**src/rtl/fsel_pkg.sv**
```systemverilog
package fsel_pkg;
    typedef enum logic [1:0] {
        WD_IDLE  = 2'd0,
        WD_ARMED = 2'd1,
        WD_COUNT = 2'd2
    } wd_state_t;

    typedef enum logic {
        RP_RELEASE = 1'b0,
        RP_HOLD    = 1'b1
    } rp_state_t;

    typedef enum logic {
        CAP_WAIT = 1'b0,
        CAP_DONE = 1'b1
    } cap_state_t;
endpackage

```
**src/rtl/fsel_strap.sv**
```systemverilog
module fsel_strap
    import fsel_pkg::*;
#(
    parameter int FS_W = 3
) (
    input  logic            clk,
    input  logic            rst_n,
    input  logic            pwrgd_n,
    input  logic [FS_W-1:0] pins,
    output logic            capture,
    output logic            done,
    output logic [FS_W-1:0] latched
);
    cap_state_t st, st_nxt;

    always_comb begin
        st_nxt  = st;
        capture = 1'b0;
        unique case (st)
            CAP_WAIT: if (!pwrgd_n) begin
                st_nxt  = CAP_DONE;
                capture = 1'b1;
            end
            CAP_DONE: st_nxt = CAP_DONE;
        endcase
    end

    always_ff @(posedge clk or negedge rst_n) begin
        if (!rst_n) st <= CAP_WAIT;
        else        st <= st_nxt;
    end

    always_ff @(posedge clk or negedge rst_n) begin
        if (!rst_n)       latched <= '0;
        else if (capture) latched <= pins;
    end

    assign done = (st == CAP_DONE);


    latch_hold_chk: assert property (@(posedge clk) disable iff (!rst_n)
        (st == CAP_DONE) |=> $stable(latched));
endmodule

```
**src/rtl/fsel_wdog.sv**
```systemverilog
module fsel_wdog
    import fsel_pkg::*;
#(
    parameter int CNT_W   = 7,
    parameter int CNT_RST = 8
) (
    input  logic             clk,
    input  logic             rst_n,
    input  logic             tick,
    input  logic             en_wr,
    input  logic             en_val,
    input  logic             cnt_wr,
    input  logic [CNT_W-1:0] cnt_val,
    output logic             running,
    output logic [CNT_W-1:0] count,
    output logic             flag,
    output logic             expire
);
    localparam logic [CNT_W-1:0] ONE = CNT_W'(1);

    wd_state_t st, st_nxt;
    logic      stop_req;

    assign stop_req = en_wr && !en_val;

    always_comb begin
        st_nxt = st;
        expire = 1'b0;
        unique case (st)
            WD_IDLE:  if (en_wr && en_val) st_nxt = WD_ARMED;
            WD_ARMED: begin
                if (stop_req)    st_nxt = WD_IDLE;
                else if (cnt_wr) st_nxt = WD_COUNT;
            end
            WD_COUNT: begin
                if (stop_req)    st_nxt = WD_IDLE;
                else if (cnt_wr) st_nxt = WD_COUNT;
                else if (tick && count <= ONE) begin
                    st_nxt = WD_IDLE;
                    expire = 1'b1;
                end
            end
            default: st_nxt = WD_IDLE;
        endcase
    end

    always_ff @(posedge clk or negedge rst_n) begin
        if (!rst_n) st <= WD_IDLE;
        else        st <= st_nxt;
    end

    always_ff @(posedge clk or negedge rst_n) begin
        if (!rst_n) begin
            count <= CNT_W'(CNT_RST);
            flag  <= 1'b0;
        end else begin
            if (cnt_wr)
                count <= cnt_val;
            else if (st == WD_COUNT && tick && !stop_req)
                count <= (count <= ONE) ? '0 : count - ONE;
            if (expire)
                flag <= 1'b1;
            else if (cnt_wr && !stop_req && st != WD_IDLE)
                flag <= 1'b0;
        end
    end

    always_comb running = (st != WD_IDLE);


    count_monotonic_chk: assert property (@(posedge clk) disable iff (!rst_n)
        (st == WD_COUNT && !cnt_wr) |=> (count <= $past(count)));

    expire_status_chk: assert property (@(posedge clk) disable iff (!rst_n)
        expire |=> (flag && !running && count == '0));

    stop_hold_chk: assert property (@(posedge clk) disable iff (!rst_n)
        (stop_req && !cnt_wr) |=> (!running && count == $past(count)));
endmodule

```
**src/rtl/fsel_rstgen.sv**
```systemverilog
module fsel_rstgen
    import fsel_pkg::*;
#(
    parameter int HOLD_TICKS = 1
) (
    input  logic clk,
    input  logic rst_n,
    input  logic expire,
    input  logic tick,
    output logic pull_low
);
    localparam int HC_W = $clog2(HOLD_TICKS + 1);
    localparam logic [HC_W-1:0] LAST = HC_W'(HOLD_TICKS - 1);

    rp_state_t       st, st_nxt;
    logic [HC_W-1:0] hcnt;

    always_comb begin
        st_nxt = st;
        unique case (st)
            RP_RELEASE: if (expire) st_nxt = RP_HOLD;
            RP_HOLD:    if (!expire && tick && hcnt == LAST) st_nxt = RP_RELEASE;
        endcase
    end

    always_ff @(posedge clk or negedge rst_n) begin
        if (!rst_n) st <= RP_RELEASE;
        else        st <= st_nxt;
    end

    always_ff @(posedge clk or negedge rst_n) begin
        if (!rst_n)                    hcnt <= '0;
        else if (expire)               hcnt <= '0;
        else if (st == RP_HOLD && tick) hcnt <= hcnt + HC_W'(1);
    end

    always_comb pull_low = (st == RP_HOLD);


    pull_cause_chk: assert property (@(posedge clk) disable iff (!rst_n)
        $rose(pull_low) |-> $past(expire));

    pull_release_chk: assert property (@(posedge clk) disable iff (!rst_n)
        $fell(pull_low) |-> $past(tick));
endmodule

```
**src/rtl/fsel_select.sv**
```systemverilog
module fsel_select #(
    parameter int SEL_W = 5,
    parameter int FS_W  = 3
) (
    input  logic             clk,
    input  logic             rst_n,
    input  logic             capture,
    input  logic             pin_pair5,
    input  logic             pin_c24,
    input  logic [FS_W-1:0]  latched_fs,
    input  logic             sel_wr,
    input  logic [SEL_W-1:0] sel_code,
    input  logic             sel_sw_en,
    input  logic             sel_stepless,
    input  logic             safe_en,
    input  logic [SEL_W-1:0] safe_code,
    input  logic             expire,
    input  logic             c24_wr,
    input  logic             c24_val,
    input  logic             pair5_wr,
    input  logic             pair5_val,
    output logic [SEL_W-1:0] table_idx,
    output logic             mn_mode,
    output logic             c24_sel,
    output logic             pair5_cpu
);
    localparam int PAD_W = SEL_W - FS_W;

    logic [SEL_W-1:0] ssel;
    logic             sw_en;
    logic             stepless;

    always_ff @(posedge clk or negedge rst_n) begin
        if (!rst_n) begin
            ssel     <= '0;
            sw_en    <= 1'b0;
            stepless <= 1'b0;
        end else if (expire) begin
            stepless <= 1'b0;
            if (safe_en) begin
                ssel  <= safe_code;
                sw_en <= 1'b1;
            end else begin
                sw_en <= 1'b0;
            end
        end else if (sel_wr) begin
            ssel     <= sel_code;
            sw_en    <= sel_sw_en;
            stepless <= sel_stepless;
        end
    end

    always_ff @(posedge clk or negedge rst_n) begin
        if (!rst_n) begin
            c24_sel   <= 1'b0;
            pair5_cpu <= 1'b0;
        end else if (capture) begin
            c24_sel   <= pin_c24;
            pair5_cpu <= pin_pair5;
        end else begin
            if (c24_wr)   c24_sel   <= c24_val;
            if (pair5_wr) pair5_cpu <= pair5_val;
        end
    end

    always_comb begin
        table_idx = sw_en ? ssel : {{PAD_W{1'b0}}, latched_fs};
        mn_mode   = stepless;
    end


    expire_clears_mn_chk: assert property (@(posedge clk) disable iff (!rst_n)
        expire |=> !mn_mode);

    expire_safe_idx_chk: assert property (@(posedge clk) disable iff (!rst_n)
        (expire && safe_en) |=> (table_idx == $past(safe_code)));

    expire_strap_idx_chk: assert property (@(posedge clk) disable iff (!rst_n)
        (expire && !safe_en) |=> (table_idx[FS_W-1:0] == latched_fs));
endmodule

```
**src/rtl/fsel_wdog_top.sv**
```systemverilog
module fsel_wdog_top #(
    parameter int SEL_W      = 5,
    parameter int FS_W       = 3,
    parameter int CNT_W      = 7,
    parameter int CNT_RST    = 8,
    parameter int RST_TICKS  = 1
) (
    input  logic             clk,
    input  logic             rst_n,
    input  logic             pwrgd_n,
    input  logic [FS_W-1:0]  strap_fsel,
    input  logic             strap_pair5,
    input  logic             strap_c24,
    input  logic             tick_250ms,
    input  logic             sel_wr,
    input  logic [SEL_W-1:0] sel_code,
    input  logic             sel_sw_en,
    input  logic             sel_stepless,
    input  logic             safe_en,
    input  logic [SEL_W-1:0] safe_code,
    input  logic             wd_en_wr,
    input  logic             wd_en_val,
    input  logic             wd_cnt_wr,
    input  logic [CNT_W-1:0] wd_cnt_val,
    input  logic             c24_wr,
    input  logic             c24_val,
    input  logic             pair5_wr,
    input  logic             pair5_val,
    output logic [SEL_W-1:0] table_idx,
    output logic             mn_mode,
    output logic [FS_W-1:0]  latched_fs,
    output logic             strap_done,
    output logic             wd_running,
    output logic [CNT_W-1:0] wd_count,
    output logic             wd_expired,
    output logic             rst_pull_low,
    output logic             c24_sel,
    output logic             pair5_cpu
);
    logic capture;
    logic expire;

    fsel_strap #(.FS_W(FS_W)) u_strap (
        .clk     (clk),
        .rst_n   (rst_n),
        .pwrgd_n (pwrgd_n),
        .pins    (strap_fsel),
        .capture (capture),
        .done    (strap_done),
        .latched (latched_fs)
    );

    fsel_wdog #(.CNT_W(CNT_W), .CNT_RST(CNT_RST)) u_wdog (
        .clk     (clk),
        .rst_n   (rst_n),
        .tick    (tick_250ms),
        .en_wr   (wd_en_wr),
        .en_val  (wd_en_val),
        .cnt_wr  (wd_cnt_wr),
        .cnt_val (wd_cnt_val),
        .running (wd_running),
        .count   (wd_count),
        .flag    (wd_expired),
        .expire  (expire)
    );

    fsel_rstgen #(.HOLD_TICKS(RST_TICKS)) u_rstgen (
        .clk      (clk),
        .rst_n    (rst_n),
        .expire   (expire),
        .tick     (tick_250ms),
        .pull_low (rst_pull_low)
    );

    fsel_select #(.SEL_W(SEL_W), .FS_W(FS_W)) u_select (
        .clk          (clk),
        .rst_n        (rst_n),
        .capture      (capture),
        .pin_pair5    (strap_pair5),
        .pin_c24      (strap_c24),
        .latched_fs   (latched_fs),
        .sel_wr       (sel_wr),
        .sel_code     (sel_code),
        .sel_sw_en    (sel_sw_en),
        .sel_stepless (sel_stepless),
        .safe_en      (safe_en),
        .safe_code    (safe_code),
        .expire       (expire),
        .c24_wr       (c24_wr),
        .c24_val      (c24_val),
        .pair5_wr     (pair5_wr),
        .pair5_val    (pair5_val),
        .table_idx    (table_idx),
        .mn_mode      (mn_mode),
        .c24_sel      (c24_sel),
        .pair5_cpu    (pair5_cpu)
    );


    arm_no_move_chk: assert property (@(posedge clk) disable iff (!rst_n)
        (!wd_running && !wd_cnt_wr) |=> (wd_count == $past(wd_count)));
endmodule

```
**config.mk**
```make
export PLATFORM = sky130hd
export DESIGN_NAME = fsel_wdog_top
export DESIGN_NICKNAME = d
export VERILOG_FILES = /design/src/rtl/fsel_pkg.sv /design/src/rtl/fsel_strap.sv /design/src/rtl/fsel_wdog.sv /design/src/rtl/fsel_rstgen.sv /design/src/rtl/fsel_select.sv /design/src/rtl/fsel_wdog_top.sv
export SDC_FILE = /design/constraint.sdc
export NUM_CORES = 1
export LEC_CHECK = 0
export ABC_AREA = 1
export BUFFER_PORTS_ARGS = -buffer_cell sky130_fd_sc_hd__buf_2
export CORE_MARGIN = 2
export CORE_UTILIZATION = 30
export CTS_CLUSTER_DIAMETER = 40
export DETAILED_ROUTE_END_ITERATION = 10
export PLACE_DENSITY = 0.54
export SYNTH_ARGS = -nofsm -noshare
export SYNTH_HDL_FRONTEND = slang
export SYNTH_SLANG_ARGS = --single-unit
```
**constraint.sdc**
```tcl
create_clock -name clk -period 1.6 [get_ports clk]
set_input_delay 0.16 -clock clk [delete_from_list [all_inputs] [get_ports clk]]
set_output_delay 0.16 -clock clk [all_outputs]
set_load 0.05 [all_outputs]
```
Word level (Yosys, flattened, before mapping)
Cells that the tools add are included.
{"block": "totals", "inputBits": 37, "out_inout_bits": 22, "register_bits": 25, "wordCells": 84}
{"block": "op_classes", "mux": 37, "bitwise": 3, "order_cmp": 1, "eq_ne": 6, "reduce_logical": 23, "add_sub_neg": 2}
{"cell": "2-to-1 mux 1 bit", "n": 21}
{"cell": "2-to-1 mux 7 bit", "n": 3}
{"cell": "2-to-1 mux 5 bit", "n": 4}
{"cell": "nonzero test 2 bit", "n": 7}
{"cell": "2-to-1 mux 2 bit", "n": 6}
{"cell": "logical AND 1 bit", "n": 10}
{"cell": "less-or-equal comparator 7 x 1 -> 1 bit (second input constant)", "n": 1}
{"cell": "subtractor 7 x 1 -> 7 bit (second input constant)", "n": 1}
{"cell": "case mux 2 bit (3 select lines)", "n": 1}
{"cell": "inequality test 4 x 2 -> 1 bit (second input constant)", "n": 1}
{"cell": "case mux 1 bit (2 select lines)", "n": 2}
{"cell": "zero test 1 bit", "n": 3}
{"cell": "inequality test 3 x 2 -> 1 bit (second input constant)", "n": 1}
{"cell": "inverter 1 bit", "n": 3}
{"cell": "AND reduction 3 bit", "n": 1}
{"cell": "== test 2 x 1 -> 1 bit (second input constant)", "n": 1}
{"cell": "== test 2 bit (second input constant)", "n": 1}
{"cell": "zero test 2 bit", "n": 1}
{"cell": "inequality test 2 x 1 -> 1 bit (second input constant)", "n": 1}
{"cell": "inequality test 2 bit (second input constant)", "n": 1}
{"cell": "AND reduction 2 bit", "n": 1}
{"cell": "adder 1 bit (second input constant)", "n": 1}

Depth between registers and ports, before layout
Gate-level depths: netlist (run 1).
{"block": "logic_depth", "depth_word": 11, "mapped_depth": 12, "mapped_depth_nobuf": 11}

Modules after synthesis
Synthesis (run 1) repeated with hierarchy kept, for this count alone.
{"block": "unflattened", "hier_cells": 204, "hier_area_um2": 1502.7}
{"module": "fsel_wdog", "instances": 1, "area_each_um2": 709.4, "cells_per_inst": 96, "seq_area_each_um2": 251.5}
{"module": "fsel_select", "instances": 1, "area_each_um2": 554.3, "cells_per_inst": 82, "seq_area_each_um2": 225.2}
{"module": "fsel_strap", "instances": 1, "area_each_um2": 151.4, "cells_per_inst": 16, "seq_area_each_um2": 100.1}
{"module": "fsel_rstgen", "instances": 1, "area_each_um2": 87.6, "cells_per_inst": 10, "seq_area_each_um2": 50.0}

Least setup slack after synthesis (run 1)
Ideal clock, no wire load.
{"block": "synth_path", "path_kind": "register -> output", "from": "reg u_strap.latched[0]", "to": "out table_idx[0]", "required_ns": 1.440, "setup_slack_ns": -0.367, "n_path_buf": 0, "t_arrival_ns": 1.807, "stages_incl_launch_ff": 3, "path_cell_list": "dfrtp_1 -> inv_1 -> o21ai_0"}
{"block": "synth_between", "elab_chain_cells": 1}
{"element": "from (decl)", "line": "fsel_strap.sv:12", "rtl": "output logic [FS_W-1:0] latched"}
{"element": "from (signal assigned)", "line": "fsel_strap.sv:35", "rtl": "else if (capture) latched <= pins;"}
{"element": "2-to-1 mux 5 bit", "line": "fsel_select.sv:67", "rtl": "table_idx = sw_en ? ssel : {{PAD_W{1'b0}}, latched_fs};"}
{"element": "to (decl)", "line": "fsel_wdog_top.sv:29", "rtl": "output logic [SEL_W-1:0] table_idx,"}
Every way passes these cells.

Worst setup path in the final report (run 1)
{"block": "layout_path", "from": "reg u_wdog.count[1]", "to": "reg u_select.ssel[4]"}
{"block": "layout_between", "elab_chain_cells": 8, "elab_cells_between_ends": 10, "cone_classes": "order compare: 1; eq/ne: 1; mux: 5; reduce/logical: 3"}
{"element": "from (decl)", "line": "fsel_wdog.sv:15", "rtl": "output logic [CNT_W-1:0] count,"}
{"element": "from (signal assigned)", "line": "fsel_wdog.sv:54", "rtl": "count <= CNT_W'(CNT_RST);"}
{"element": "from (signal assigned)", "line": "fsel_wdog.sv:58", "rtl": "count <= cnt_val;"}
{"element": "from (signal assigned)", "line": "fsel_wdog.sv:60", "rtl": "count <= (count <= ONE) ? '0 : count - ONE;"}
{"element": "less-or-equal comparator 7 x 1 -> 1 bit (*)", "line": "fsel_wdog.sv:38", "rtl": "else if (tick && count <= ONE) begin"}
{"element": "logical AND 1 bit (*)", "line": "fsel_wdog.sv:38"}
{"element": "2-to-1 mux 1 bit (*)", "line": "fsel_wdog.sv:38"}
{"element": "2-to-1 mux 1 bit (*)", "line": "fsel_wdog.sv:37", "rtl": "else if (cnt_wr) st_nxt = WD_COUNT;"}
{"element": "2-to-1 mux 1 bit (*)", "line": "fsel_wdog.sv:36", "rtl": "if (stop_req) st_nxt = WD_IDLE;"}
{"element": "2-to-1 mux 1 bit (*)", "line": "fsel_wdog.sv:29", "rtl": "unique case (st)"}
{"element": "inequality test 2 bit (no line) or nonzero test 2 bit (tied branches)"}
{"element": "AND reduction 2 bit (no line)"}
{"element": "to (signal assigned)", "line": "fsel_select.sv:41", "rtl": "ssel <= safe_code;"}
{"element": "to (signal assigned)", "line": "fsel_select.sv:47", "rtl": "ssel <= sel_code;"}
{"element": "to (decl)", "line": "fsel_select.sv:29", "rtl": "logic [SEL_W-1:0] ssel;"}
Mark *: on every way between the ends. The rest lies on a longest branch, timed or not.
A chain may end at the register's enable or synchronous reset.

==> reports/summary.txt, run 1 <==
Share of cells above drive strength 1 -> 38.8%
Slew Viols, Final -> 0
Top-level I/O count -> 59
Worst IR Drop VDD -> 0.000802 V
Part of the power in the clock network -> 19.2%
Ys flop type -> dfrtp_1
Hold WS -> 0.0531 ns
Total power -> 2.05 mW
Status -> finished, violations left
# H-tree levels -> 1
Post-synth EDFFs -> 0
1st-pass router iterations -> 4
Routed wire length per instance -> 11.3 um
Power Dens Cells -> 1010 mW/mm2
Fin cells -> 327
Gr usage total -> 14.6%
Reg power frac -> 39.2%
Placed Instances -> 317
Tcrit/Tclk final -> 101%
Part of the Yosys area used for sequential elements -> 42.9%
Reg clk slew, reported paths -> 0.09 ns
Worst R2R Start -> u_wdog.count[1]
Yosys top cell area share -> 41.1%
Via density -> 4.33
DRC -> 0
Pint -> 1.17 mW
Sink Count -> 25
Placer Congestion -> 0.803
Max Root-Sink Buffers -> 2
Worst-Skew Late Latency -> 0.27 ns
#FFs+latches synth -> 25
Reg2reg path depth -> 11
Worst hold path type -> in2reg
Total gr overflow -> 0
Synthesized net count -> 227
PortBufs -> 58
Die height -> 73.8 um
CTS tree -> built
Ys Warns -> 0
RSZ-0062 raised after global routing -> true
WHS Endpoint -> u_strap.done
Switching Share -> 42.7%
Routed via count -> 1415
Synth-to-layout area growth -> 39.2%
Combinational power share -> 41.6%
R2R Setup Slk -> -0.01 ns
Clk Tree Root Cell -> clkbuf_8
Final Hold Vio Count -> 0
Setup violators final -> 3
Hold-critical path depth -> 2
ANT nets after route -> 0
Syn avg cell area -> 7.78 um2
Vias in the first global route -> 1450
Final wirelength -> 3680 um
Failing checks -> negative setup slack
Fin worst setup slack -> -0.00956 ns
Psw -> 0.874 mW
Required time of the critical path -> 1.82 ns
Initial antenna violation count -> 0
Hold Crit Start -> pwrgd_n
Worst-margin pin slew -> 0.567 ns
FMAX -> 621 MHz
Async SR Flop Fraction -> 100%
Num rows -> 25
Ranking of synthesized cells by area -> dfrtp_1, nand2_1, inv_1
Max Cap Viol -> 0
# diodes -> 0
CP max FO -> 7
Detailed placement HPWL -> 2810 um
DIE AREA -> 0.00545 mm2
Layout Utilization -> 43.1%
Initial Util -> 31.0%
Placeable Area -> 0.00472 mm2
Leak Pwr -> 1.09 nW
Synthesized area -> 0.00146 mm2
CTS Buf Count -> 3
Critical Path AT -> 1.83 ns
Final Cell Area -> 0.00204 mm2
Die Wd -> 73.8 um
Cell taking the most area after synthesis -> dfrtp_1
FF-to-FF End -> u_select.ssel[4]
Largest net degree at the start of global routing -> 26
Commonest cells after routing, fill and taps aside -> buf_2, nand2_1, inv_1, dfrtp_1, nand3_1
Startpoint types -> flip-flop
1st-iter DRT viols -> 55
Total Nets Final -> 300
First-pass GRT wire length -> 6230 um
Slew headroom -> 62.2%
Mapped Cells -> 188
Post-synth cell types -> 30
Worst Setup End Kind -> flip-flop
Placed cell areas -> 0.00188 mm2
Tmin final -> 1.61 ns
Skew final -> 0.00537 ns
Critical setup path kind -> reg2reg
Most common cell after layout, fill and taps aside -> buf_2
cell type report:
type                    count  area (um2)
clock buffers               3        41.3
clock inverters             1        7.51
fillers                   504        2690
inverters                  24        90.1
multi-input cells         136         779
flip-flops and latches     25         632
well taps                  67        83.8
repair buffers             71         402
critical path, stage by stage, from the launching register on:
cell	delay, ns
dfrtp_2	0.44
inv_2	0.09
ha_4	0.12
inv_2	0.02
nor2_1	0.08
nand3_1	0.11
o21ai_4	0.12
buf_6	0.16
nand4_4	0.14
nand2_4	0.15
nand2_1	0.05
nand2_1	0.05
how the worst max path moves through the flow:
stage,start,to,slack [ns],cells past startpoint
final,u_wdog.count[1],u_select.ssel[4],-0.01,11
after global routing,u_wdog.count[1],u_select.ssel[4],-0.11,11
after CTS,u_wdog.count[1],u_select.ssel[4],0.002,11
after detailed placement,u_wdog.count[1],u_select.ssel[0],-0.01,11
after global placement,u_wdog.count[1],u_select.ssel[4],0.04,11
after floorplan,u_wdog.count[1],u_select.ssel[1],-0.07,12
cells by family after synthesis:
logic type	share of synthesized area (%)
AO/OA/AOI/OAI	10.3
buffers and inverters	7.78
multiplexers	1.37
adder cells (fa/ha/maj)	1.71
AND/OR/NAND/NOR	33.0
XOR/XNOR	2.99
flip-flops	42.9
metal layers:
metal	up-vias	part of all wire, %	track usage (%)
met1	616	50	20.1
met5	-	0	0
met2	52	44	23.5
met4	0	0.73	3.43
li1	745	-	-
met3	2	5.7	3.02
power groups by stage:
| stage | Clock (mW) | Sequential [mW] | Combinational, mW |
|---|---|---|---|
| floorplan | 0 | 0.946 | 0.446 |
| global placement | 0 | 0.815 | 0.811 |
| detailed placement | 0 | 0.814 | 0.813 |
| CTS | 0.410 | 0.804 | 0.837 |
| global route | 0.444 | 0.815 | 0.925 |
| finish | 0.393 | 0.803 | 0.851 |
stage by stage:
stage	setup TNS (ns)	worst slack [ns]
floorplan	-0.326	-0.0685
global placement	0	0.0440
detailed placement	-0.0146	-0.0111
CTS	0	0.00167
global route	-0.739	-0.115
finish	-0.0178	-0.00956
flip-flops by register name, indices dropped and copies added (netlist names), 2 cells and up:
register and flops:
u_wdog.count 7, u_strap.latched 3, u_select.ssel 5, u_wdog.st 2
cells in the mapped netlist (2+ instances only):
| library cell | number |
|---|---|
| ha_1 | 2 |
| o21ai_0 | 12 |
| clkbuf_1 | 2 |
| o21bai_1 | 6 |
| nand3b_1 | 2 |
| nor2_1 | 11 |
| nor3_1 | 2 |
| nand2_1 | 61 |
| nand2_2 | 3 |
| mux2i_1 | 2 |
| a21oi_1 | 3 |
| xor2_1 | 4 |
| dfrtp_1 | 24 |
| nand3_1 | 13 |
| inv_1 | 22 |
| nand4_1 | 5 |
what timing repair did:
| action | CTS | global route |
|---|---|---|
| buffers inserted | 1 | 3 |
| resized for setup | 8 | 9 |
| setup endpoints to repair | 5 | 15 |
| hold buffers | 1 | 0 |
| endpoints found under the hold margin | 24 | 0 |
| cloned | 1 | 0 |
| pin swaps | 3 | 6 |
Power figures use the tool's default switching activity.
==> inputs of run 2 (changes only) <==
HOLD_SLACK_MARGIN = 0.02   (was not set)
REMOVE_ABC_BUFFERS = 1   (was not set)
==> run 2 against run 1 <==
The flow now finishes without violations. Critical path depth fell by 1. First-iteration DRC count rose by 22%. Highest routed layer unchanged. Power fell by 2.1%. Register-to-register slack improved by 0.08 ns. Critical path type unchanged. Non-clock buffer count fell by 1. Clock skew fell by 0.0026 ns. Via count rose by 0.35%.
==> reports/summary.txt, run 2 (synthesized netlist as in run 1, its figures left out) <==
Status -> finished clean (was finished, violations left)
Clk Tree Root Cell -> clkbuf_8 (unchanged)
DIE AREA -> 0.00545 mm2 (unchanged)
Total Nets Final -> 298 (was 300)
Most common cell after layout, fill and taps aside -> buf_2 (unchanged)
PortBufs -> 58 (unchanged)
Worst R2R Start -> u_wdog.count[1] (unchanged)
Worst Setup End Kind -> flip-flop (unchanged)
CTS Buf Count -> 3 (unchanged)
Part of the power in the clock network -> 18.8% (was 19.2%)
Post-CTS setup buffers -> 0 (was 1)
Worst-path cell chain -> inv_2, ha_4, inv_2, nor2_2, nand3_2, o21ai_4, buf_6, nand4_4, nand3_1, nand2_1 (was inv_2, ha_4, inv_2, nor2_1, nand3_1, o21ai_4, buf_6, nand4_4, nand2_4, nand2_1, nand2_1)
Final Cell Area -> 0.00200 mm2 (was 0.00204 mm2)
Multi-input gate area -> 757 um2 (was 779 um2)
# H-tree levels -> 1 (unchanged)
Max FFs per register -> 7 (unchanged)
Largest register by flop count -> u_wdog.count (unchanged)
First-pass GRT wire length -> 5720 um (was 6230 um)
Detailed placement HPWL -> 2730 um (was 2810 um)
CTS tree -> built (unchanged)
Total gr overflow -> 0 (unchanged)
Sink Count -> 25 (unchanged)
Metal2 WL -> 1620 um (was 1610 um)
WL met1 -> 1630 um (was 1830 um)
1st-iter DRT viols -> 67 (was 55)
1st-pass router iterations -> 4 (unchanged)
Max Root-Sink Buffers -> 2 (unchanged)
Largest net degree at the start of global routing -> 26 (unchanged)
Critical Path AT -> 1.69 ns (was 1.83 ns)
Placed cell areas -> 0.00190 mm2 (was 0.00188 mm2)
Vias in the first global route -> 1311 (was 1450)
Worst setup path endpoint -> u_select.ssel[4] (unchanged)
Commonest cells after routing, fill and taps aside -> buf_2, nand2_1, dfrtp_1 (was buf_2, nand2_1, inv_1, dfrtp_1, nand3_1)
FF-to-FF End -> u_select.ssel[4] (unchanged)
Critical setup path kind -> reg2reg (unchanged)
Psw -> 0.843 mW (was 0.874 mW)
Synth-to-layout area growth -> 36.8% (was 39.2%)
Setup violators final -> 0 (was 3)
Cell mode on critical path -> inv_2
# diodes -> 0 (unchanged)
Via density -> 4.37 (was 4.33)
Share of cells above drive strength 1 -> 36.0% (was 38.8%)
Routed wire length per instance -> 10.6 um (was 11.3 um)
Reg power frac -> 39.8% (was 39.2%)
Skew final -> 0.00274 ns (was 0.00537 ns)
Switching Share -> 42.1% (was 42.7%)
Worst-margin pin slew -> 0.563 ns (was 0.567 ns)
Routed via count -> 1420 (was 1415)
Placer Congestion -> 0.795 (was 0.803)
Worst IR Drop VDD -> 0.000724 V (was 0.000802 V)
Sequential Area -> 627 um2 (was 632 um2)
Worst path slowest cell -> dfrtp_1 (was dfrtp_2)
Routed wl met3 -> 158 um (was 209 um)
Layout Utilization -> 42.4% (was 43.1%)
Filler Cells Inserted -> 492 (was 504)
Slew headroom -> 62.4% (was 62.2%)
Required time of the critical path -> 1.76 ns (was 1.82 ns)
FMAX -> 654 MHz (was 621 MHz)
Die height -> 73.8 um (unchanged)
Num rows -> 25 (unchanged)
Top-level I/O count -> 59 (unchanged)
TNS Setup -> 0 ns (was -0.0178 ns)
Max Cap Viol -> 0 (unchanged)
Hold-critical path depth -> 2 (unchanged)
Startpoint types -> flip-flop (unchanged)
R2R Setup Slk -> 0.07 ns (was -0.01 ns)
Worst-Skew Late Latency -> 0.27 ns (about the same)
Tmin final -> 1.53 ns (was 1.61 ns)
Combinational power share -> 41.4% (was 41.6%)
Pint -> 1.16 mW (was 1.17 mW)
Max stage delay on crit path -> 0.40 ns (was 0.44 ns)
Reg clk slew, reported paths -> 0.09 ns (about the same)
Final Hold Vio Count -> 0 (unchanged)
Biggest regs -> u_wdog.count x7, u_select.ssel x5, u_strap.latched x3 (unchanged)
DRC -> 0 (unchanged)
RSZ-0062 raised after global routing -> true (unchanged)
ANT nets after route -> 0 (unchanged)
Initial antenna violation count -> 0 (unchanged)
Slew Viols, Final -> 0 (unchanged)
Power Dens Cells -> 1000 mW/mm2 (was 1010 mW/mm2)
Initial Util -> 31.0% (unchanged)
Placeable Area -> 0.00472 mm2 (unchanged)
Worst hold path type -> in2reg (unchanged)
Gr usage total -> 13.4% (was 14.6%)
Tcrit/Tclk final -> 95.6% (was 101%)
Uppermost layer routed -> met4 (unchanged)
Reg2reg path depth -> 10 (was 11)
Leak Pwr -> 1.08 nW (was 1.09 nW)
Critical path origin -> u_wdog.count[1] (unchanged)
Final wirelength -> 3430 um (was 3680 um)
CP max FO -> 7 (unchanged)
Die Wd -> 73.8 um (unchanged)
-- run 2: critical path: cells and delay by family, from the launching register on --
kind	cells	cell delay, ns
DFF	1	0.40
and+or+nand+nor	5	0.53
adders and majority gates	1	0.13
AOI/OAI and AO/OA	1	0.10
buffers and inverters	3	0.27
-- run 2: what timing repair did --
item / in CTS / in global routing
hold endpoints to repair: 24 / 0
hold buffers: 1 / 0
endpoints found under the setup margin: 5 / 14
pin swaps: 0 / 7
resized for setup: 2 / 12
-- run 2: routing by layer --
metal  GRT usage [%]  vias up
met2            23.0       39
met4            2.42        0
met3            2.47        2
met1            17.7      639
met5               0        -
li1                -      740
-- run 2: final cells by class --
class / count / share of cell area, %
Clock buffer: 3 / 2.06
Tap cell: 67 / 4.19
Timing Repair Buffer: 70 / 19.7
Inverter: 24 / 4.50
Sequential cell: 25 / 31.3
Clock inverter: 1 / 0.375
Multi-Input combinational cell: 135 / 37.8
-- run 2: power groups by stage --
stage          Sequential (mW)  Clock, mW  Combinational (mW)
3_5_place_dp             0.806          0               0.818
3_3_place_gp             0.807          0               0.815
6_report                 0.797      0.377               0.829
2_1_floorplan            0.945          0               0.433
4_1_cts                  0.794      0.407               0.824
5_1_grt                  0.813      0.434               0.915
-- run 2: how the worst min path moves through the flow --
stage,end,from
floorplan,u_rstgen.hcnt,rst_n
global placement,u_wdog.count[0],rst_n
detailed placement,u_wdog.count[0],rst_n
CTS,u_strap.done,pwrgd_n
global route,u_strap.done,pwrgd_n
finish,u_strap.done,pwrgd_n
-- run 2: per-stage QoR --
step / hold WS, ns / setup slack (ns) / total power [mW] / std cells
after CTS: 0.0661 / 0.0244 / 2.02 / 325
final: 0.0770 / 0.0702 / 2.00 / 325
after floorplan: -0.136 / -0.367 / 1.38 / 184
after detailed placement: 0.194 / 0.00944 / 1.62 / 320
after global placement: 0.192 / 0.0788 / 1.62 / 320
after global routing: 0.0805 / -0.0739 / 2.16 / 325
